### src/rtl/sarx_pkg.sv
// Shared definitions for the serial audio master receiver.
// Assumes: nothing beyond IEEE 1800-2017.
package sarx_pkg;

    // Framing selector; the encoding matches the fmt_i2s port bit.
    typedef enum logic {
        SARX_FMT_LJ  = 1'b0,
        SARX_FMT_I2S = 1'b1
    } sarx_fmt_e;

    // Clamp a requested word length into [lo, hi].
    function automatic int sarx_clamp_len(input int req, input int lo, input int hi);
        if (req < lo) return lo;
        if (req > hi) return hi;
        return req;
    endfunction

endpackage

### src/rtl/sarx_fs_sync.sv
// Start detector: brings the external frame clock into the system clock
// domain and gives a single-cycle pulse on its rising edge.
// Assumes: fs_ref is asynchronous to clk and stays at each level for many cycles.
// The history resets to all-ones, so the first edge is only seen after a low level.
module sarx_fs_sync (
    input  logic clk,
    input  logic rst_n,
    input  logic fs_ref,
    output logic start
);
    logic [2:0] hist;

    // Two-flop synchroniser followed by one stage kept for edge detection.
    always_ff @(posedge clk) begin
        if (!rst_n) hist <= 3'b111;
        else        hist <= {hist[1:0], fs_ref};
    end

    assign start = hist[1] & ~hist[2];
endmodule

### src/rtl/sarx_clkgen.sv
// Master clock generator: one free-running counter makes the bit clock,
// the word-select clock and the timing strobes for the capture path.
// Assumes: clk runs at (2**DIV_LOG2) * 2 * (2**SLOT_LOG2) times the sample rate.
// Counter bits: [DIV_LOG2-1:0] is the phase within a bit, the bits above it
// are the slot position, and the MSB is the channel (0 = left).
module sarx_clkgen
    import sarx_pkg::*;
#(
    parameter int DIV_LOG2  = 2,
    parameter int SLOT_LOG2 = 5
) (
    input  logic                 clk,
    input  logic                 rst_n,
    input  logic                 start,
    input  sarx_fmt_e            fmt,
    output logic                 run,
    output logic                 bclk,
    output logic                 ws,
    output logic                 cap_stb,
    output logic [SLOT_LOG2-1:0] slot_pos,
    output logic                 left_end,
    output logic                 frame_end
);
    localparam int CNT_W    = DIV_LOG2 + SLOT_LOG2 + 1;
    localparam int RISE_PH  = 1 << (DIV_LOG2 - 1);
    localparam int HALF_MAX = (1 << (CNT_W - 1)) - 1;
    localparam int FULL_MAX = (1 << CNT_W) - 1;

    logic [CNT_W-1:0] cnt;

    // Running flag: set by the first frame-clock edge, cleared only by reset.
    always_ff @(posedge clk) begin
        if (!rst_n)     run <= 1'b0;
        else if (start) run <= 1'b1;
    end

    // Frame counter: advances once per system clock while running.
    always_ff @(posedge clk) begin
        if (!rst_n)   cnt <= '0;
        else if (run) cnt <= cnt + 1'b1;
    end

    // Clock outputs come straight from single register bits.
    assign bclk = cnt[DIV_LOG2-1];
    assign ws   = (fmt == SARX_FMT_I2S) ? cnt[CNT_W-1] : ~cnt[CNT_W-1];

    // Strobes: the first cycle with bclk high, the last cycle of the left half,
    // and the last cycle of the frame.
    assign slot_pos  = cnt[CNT_W-2:DIV_LOG2];
    assign cap_stb   = run && (int'(cnt[DIV_LOG2-1:0]) == RISE_PH);
    assign left_end  = run && (int'(cnt) == HALF_MAX);
    assign frame_end = run && (int'(cnt) == FULL_MAX);
endmodule

### src/rtl/sarx_capture.sv
// Bit capture: writes each sampled bit straight into its left-aligned
// place in a shared word register, using the slot position, the framing
// offset and the clamped word length.
// Assumes: strobes from sarx_clkgen; fmt and word_len are held steady while running.
module sarx_capture
    import sarx_pkg::*;
#(
    parameter int SLOT_LOG2 = 5,
    parameter int WORD_W    = 24,
    parameter int WL_MIN    = 16,
    parameter int WL_W      = 5
) (
    input  logic                 clk,
    input  logic                 rst_n,
    input  logic                 cap_stb,
    input  logic [SLOT_LOG2-1:0] slot_pos,
    input  sarx_fmt_e            fmt,
    input  logic [WL_W-1:0]      word_len,
    input  logic                 sdin,
    input  logic                 left_end,
    output logic [WORD_W-1:0]    acc,
    output logic [WORD_W-1:0]    left_hold
);
    localparam int IDX_W = $clog2(WORD_W);

    int               off;
    int               eff_len;
    int               dpos;
    logic             in_word;
    logic [IDX_W-1:0] bit_idx;

    // Position of the current slot bit inside the sample word.
    always_comb begin
        off     = (fmt == SARX_FMT_I2S) ? 1 : 0;
        eff_len = sarx_clamp_len(int'(word_len), WL_MIN, WORD_W);
        dpos    = int'(slot_pos) - off;
        in_word = (dpos >= 0) && (dpos < eff_len);
        bit_idx = IDX_W'(WORD_W - 1 - dpos);
    end

    // Word assembly: the MSB clears the tail, and each later bit sets its own place.
    always_ff @(posedge clk) begin
        if (!rst_n) begin
            acc <= '0;
        end else if (cap_stb && in_word) begin
            if (dpos == 0) acc <= {sdin, {(WORD_W-1){1'b0}}};
            else           acc[bit_idx] <= sdin;
        end
    end

    // Left holding register: keeps the left word while the right one is built.
    always_ff @(posedge clk) begin
        if (!rst_n)        left_hold <= '0;
        else if (left_end) left_hold <= acc;
    end
endmodule

### src/rtl/sarx_pair_reg.sv
// Output stage: copies both channel words into the output registers at
// the end of the frame and pulses the valid strobe for one cycle.
// Assumes: frame_end is a single-cycle pulse once per frame.
module sarx_pair_reg #(
    parameter int WORD_W = 24
) (
    input  logic              clk,
    input  logic              rst_n,
    input  logic              frame_end,
    input  logic [WORD_W-1:0] left_in,
    input  logic [WORD_W-1:0] right_in,
    output logic              pair_valid,
    output logic [WORD_W-1:0] left_word,
    output logic [WORD_W-1:0] right_word
);
    // Valid strobe: follows frame_end by one register.
    always_ff @(posedge clk) begin
        if (!rst_n) pair_valid <= 1'b0;
        else        pair_valid <= frame_end;
    end

    // Pair registers: both words load in the same cycle.
    always_ff @(posedge clk) begin
        if (!rst_n) begin
            left_word  <= '0;
            right_word <= '0;
        end else if (frame_end) begin
            left_word  <= left_in;
            right_word <= right_in;
        end
    end
endmodule

### src/rtl/sarx_master_rx.sv
// Serial audio master receiver top: start detection, clock generation,
// bit capture and the output pair registers.
// Assumes: clk is 256 x sample rate for the default parameters; fmt_i2s and
// word_len change only while the block is held in reset.
module sarx_master_rx
    import sarx_pkg::*;
#(
    parameter int DIV_LOG2  = 2,
    parameter int SLOT_LOG2 = 5,
    parameter int WORD_W    = 24,
    parameter int WL_MIN    = 16,
    parameter int WL_W      = $clog2(WORD_W + 1)
) (
    input  logic              clk,
    input  logic              rst_n,
    input  logic              fs_ref,
    input  logic              fmt_i2s,
    input  logic [WL_W-1:0]   word_len,
    input  logic              sdin,
    output logic              bclk_o,
    output logic              ws_o,
    output logic              pair_valid,
    output logic [WORD_W-1:0] left_word,
    output logic [WORD_W-1:0] right_word
);
    sarx_fmt_e            fmt;
    logic                 start;
    logic                 run;
    logic                 cap_stb;
    logic                 left_end;
    logic                 frame_end;
    logic [SLOT_LOG2-1:0] slot_pos;
    logic [WORD_W-1:0]    acc;
    logic [WORD_W-1:0]    left_hold;

    assign fmt = sarx_fmt_e'(fmt_i2s);

    sarx_fs_sync u_sync (
        .clk    (clk),
        .rst_n  (rst_n),
        .fs_ref (fs_ref),
        .start  (start)
    );

    sarx_clkgen #(
        .DIV_LOG2  (DIV_LOG2),
        .SLOT_LOG2 (SLOT_LOG2)
    ) u_clkgen (
        .clk       (clk),
        .rst_n     (rst_n),
        .start     (start),
        .fmt       (fmt),
        .run       (run),
        .bclk      (bclk_o),
        .ws        (ws_o),
        .cap_stb   (cap_stb),
        .slot_pos  (slot_pos),
        .left_end  (left_end),
        .frame_end (frame_end)
    );

    sarx_capture #(
        .SLOT_LOG2 (SLOT_LOG2),
        .WORD_W    (WORD_W),
        .WL_MIN    (WL_MIN),
        .WL_W      (WL_W)
    ) u_capture (
        .clk       (clk),
        .rst_n     (rst_n),
        .cap_stb   (cap_stb),
        .slot_pos  (slot_pos),
        .fmt       (fmt),
        .word_len  (word_len),
        .sdin      (sdin),
        .left_end  (left_end),
        .acc       (acc),
        .left_hold (left_hold)
    );

    sarx_pair_reg #(
        .WORD_W (WORD_W)
    ) u_pair (
        .clk        (clk),
        .rst_n      (rst_n),
        .frame_end  (frame_end),
        .left_in    (left_hold),
        .right_in   (acc),
        .pair_valid (pair_valid),
        .left_word  (left_word),
        .right_word (right_word)
    );
endmodule

### config.mk
export PLATFORM = sky130hd
export DESIGN_NAME = sarx_master_rx
export DESIGN_NICKNAME = d
export VERILOG_FILES = /design/src/rtl/sarx_pkg.sv /design/src/rtl/sarx_fs_sync.sv /design/src/rtl/sarx_clkgen.sv /design/src/rtl/sarx_capture.sv /design/src/rtl/sarx_pair_reg.sv /design/src/rtl/sarx_master_rx.sv
export SDC_FILE = /design/constraint.sdc
export NUM_CORES = 1
export LEC_CHECK = 0
export CAP_MARGIN = 10
export CORE_MARGIN = 5
export CORE_UTILIZATION = 60
export CTS_CLUSTER_DIAMETER = 100
export DETAILED_ROUTE_END_ITERATION = 7
export DONT_BUFFER_PORTS = 1
export PLACE_DENSITY = 0.84
export REMOVE_ABC_BUFFERS = 1
export SYNTH_ARGS = -nofsm -noshare
export SYNTH_HDL_FRONTEND = slang
export SYNTH_SLANG_ARGS = --single-unit
### constraint.sdc
create_clock -name clk -period 3.4 [get_ports clk]
set_clock_uncertainty 0.05 [all_clocks]
set_input_delay 0.34 -clock clk [delete_from_list [all_inputs] [get_ports clk]]
set_output_delay 0.34 -clock clk [all_outputs]
set_load 0.05 [all_outputs]
==> results.yml <==
sta:
  max_freq_mhz: 304.5
  rsz0062_at_grt: "no"
  hold_slack_ns: 0.02811
  max_slew_margin_pct: 26.00
  maxSlewViolCount: 0
  hold_viol: 0
  setup_tns_ns: 0
  setup_violations: 0
  worst_pin_slew_ns: 1.102
  min_period_over_period_pct: 96.60
  min_period_ns: 3.284
routing:
  drtIter0Drc: 311
  met1_length_um: 4411
  topRoutingLayerUsed: "met4"
  dr_wl_met3_um: 610
  drtPass1Iterations: 4
  met2WireLength_um: 4641
  post-route-drc-count: 0
  wl_um: 9789
  via_count: 3454
  via_per_inst: 5.728
  antenna_left: 0
  wl_per_cell_um: 16.23
critical_path:
  critPathKind: "flop to flop"
  critPathCaptureType: "flop"
  critPathLaunchType: "flop"
  critPathMaxFanout: 10
  worst_ep_arrival_time_ns: 3.46
  required_ns: 3.57
  timing.rr.start: "u_clkgen.cnt[2]"
  startpoint: "u_clkgen.cnt[2]"
clock_network:
  clk_path_buf_depth: 2
  worstSkewPairLatency_ns: 0.36
  path_clk_slew_ns: 0.10
  cts_max_level: 3
  numCtsBuffers: 9
  cts_tree: "done"
  cts_root_buf: "clkbuf_8"
  clock_sinks: 109
power_and_ir_drop:
  vdd_ir_drop_max_v: 0.0002613
  p_per_area_nw_per_um2: 422.6
  totalPowerFinal_w: 0.002118
  power.leakage_nw: 1.583
floorplan:
  die_y_um: 99.10
  die_x_um: 99.10
  start_util_pct: 61.64
  core_sq_um: 7727
  io_pins: 61
  rows: 32
  fp.dieArea_sq_um: 9821
global_route:
  grt_overflow: 0
  first_global_vias: 3301
  grt_first_pass_wirelength_um: 16330
  antenna_found_initial: 0
  track_usage_pct: 20.08
  grt_max_degree: 92
layout:
  num-fill-cells: 646
  drive_gt1_share_pct: 12.97
  mostFrequentLayoutCells: "108 x dfxtp_1, 104 x nand2_1, 39 x a21boi_0"
  final_common_cell: "dfxtp_1"
  antenna_cells: 0
  fin_util_pct: 64.85
  syn2layout_area_growth_pct: 5.201
  final_cell_count_no_fill: 603
  nNetsFinal: 514
  multi_input_area_sq_um: 2405
  seqCellArea_sq_um: 2183
synth:
  yosysSeqAreaShare_pct: 45.81
  yosys_warnings: 0
  syn_avg_cell_area_sq_um: 9.322
  ys_ff_latch: 109
  synth.area.top_cells: "dfxtp_1 46%, nand2_1 8.2%, a21boi_0 6.1%, mux2i_1 5.0%, a21oi_2 3.7%"
  async_flop_share_pct: 0
  syn-cell-area_sq_um: 4763
  syn_inst: 511
  ys.flop_type: "dfxtp_1"
  synth_edf_count: 0
  synth.distinct_cells: 50
  synth_top_area_share_pct: 45.81
  synth_top_cell_by_area: "dfxtp_1"
min_path:
  hp-class: "input port to flop"
  min_from: "fs_ref"
run_status:
  status: "finished, final reports clean"
placement:
  dp_hpwl_um: 6499
  portBuffers: 0
  dp.cells: 584
  place_congestion: 0.8880
flow_run:
  cap_violations: 0
kinds of logic (layout without fill, tap and decap cells):
group	after synthesis	count (layout)	synth area share [%]
simple gates	187	187	18.86
flops	109	109	45.81
compound gates	125	126	20.91
other cells	1	1	0.07873
buf+inv	45	34	4.676
fa+ha+maj	8	8	2.101
mux	24	24	5.043
xor+xnor	12	12	2.522
report_power, final:
part           total, W  internal (W)  switching (W)
clock          0.000733      0.000292       0.000441
sequential      0.00128       0.00128     0.00000242
combinational  0.000104     0.0000417      0.0000621
critical path, stage by stage, from the launching register on:
cell and delay, ns:
dfxtp_2 0.37, inv_1 0.05, ha_1 0.20, ha_1 0.27, xnor2_2 0.30, inv_2 0.14, ha_1 0.33, o21a_1 0.19
o21a_2 0.28, a2111o_4 0.57, o311ai_2 0.27, o41ai_1 0.13
stage by stage:
stage / cell area [sq um] / worst slack [ns]
finish: 5011 / 0.1157
floorplan: 4578 / 0.1869
global placement: 4768 / 0.2906
CTS: 4961 / 0.04813
detailed placement: 4768 / 0.1282
global route: 5011 / 0.01352
metal layers:
| layer | up-vias | GRT usage [%] |
|---|---|---|
| li1 | 1717 | - |
| met1 | 1622 | 26.62 |
| met2 | 100 | 32.28 |
| met3 | 15 | 4.909 |
| met4 | 0 | 6.513 |
| met5 | - | 0 |
path summary, 6_finish.rpt:
check | to | slack, ns | cells past startpoint
setup / recovery | u_capture.acc[22] | 0.12 | 11
hold reg to reg | u_sync.hist[1] | 0.37 | 1
hold / removal | u_sync.hist[0] | 0.03 | 1
setup reg to reg | u_capture.acc[22] | 0.12 | 11
flip-flops by register name, indices dropped and copies added, names as in the netlist:
register,flops
u_capture.acc,24
u_capture.left_hold,24
u_clkgen.cnt,8
u_clkgen.run,1
u_pair.left_word,24
u_pair.pair_valid,1
u_pair.right_word,24
u_sync.hist,3
Yosys cell counts, drive strengths merged, types with 3 or more instances:
cell type / instances
buf: 21
nor3: 4
a21oi: 26
o21ai: 22
inv: 10
mux2i: 24
ha: 8
a21boi: 48
nand2: 104
xnor2: 11
clkbuf: 14
and2: 8
nand3: 25
nand4: 6
o31ai: 6
nor2b: 27
a21o: 3
o21a: 4
dfxtp: 109
nand2b: 3
o2111ai: 4
repair_timing:
item                       in CTS  in global routing
hold buffers                    1                  0
setup buffers                   0                  1
resized for setup               0                  6
hold endpoints to repair        3                  0
setup endpoints to repair       0                 24
final cells by class:
cell class                 count  area share [%]
multi-input combinational    358           47.99
sequential                   109           43.57
clock buffer                  10           2.747
tap                          102           2.547
timing repair buffer           8           1.498
clock inverter                 6          0.8989
inverter                      10          0.7491
Note: power is estimated with default switching activity, not from simulation.
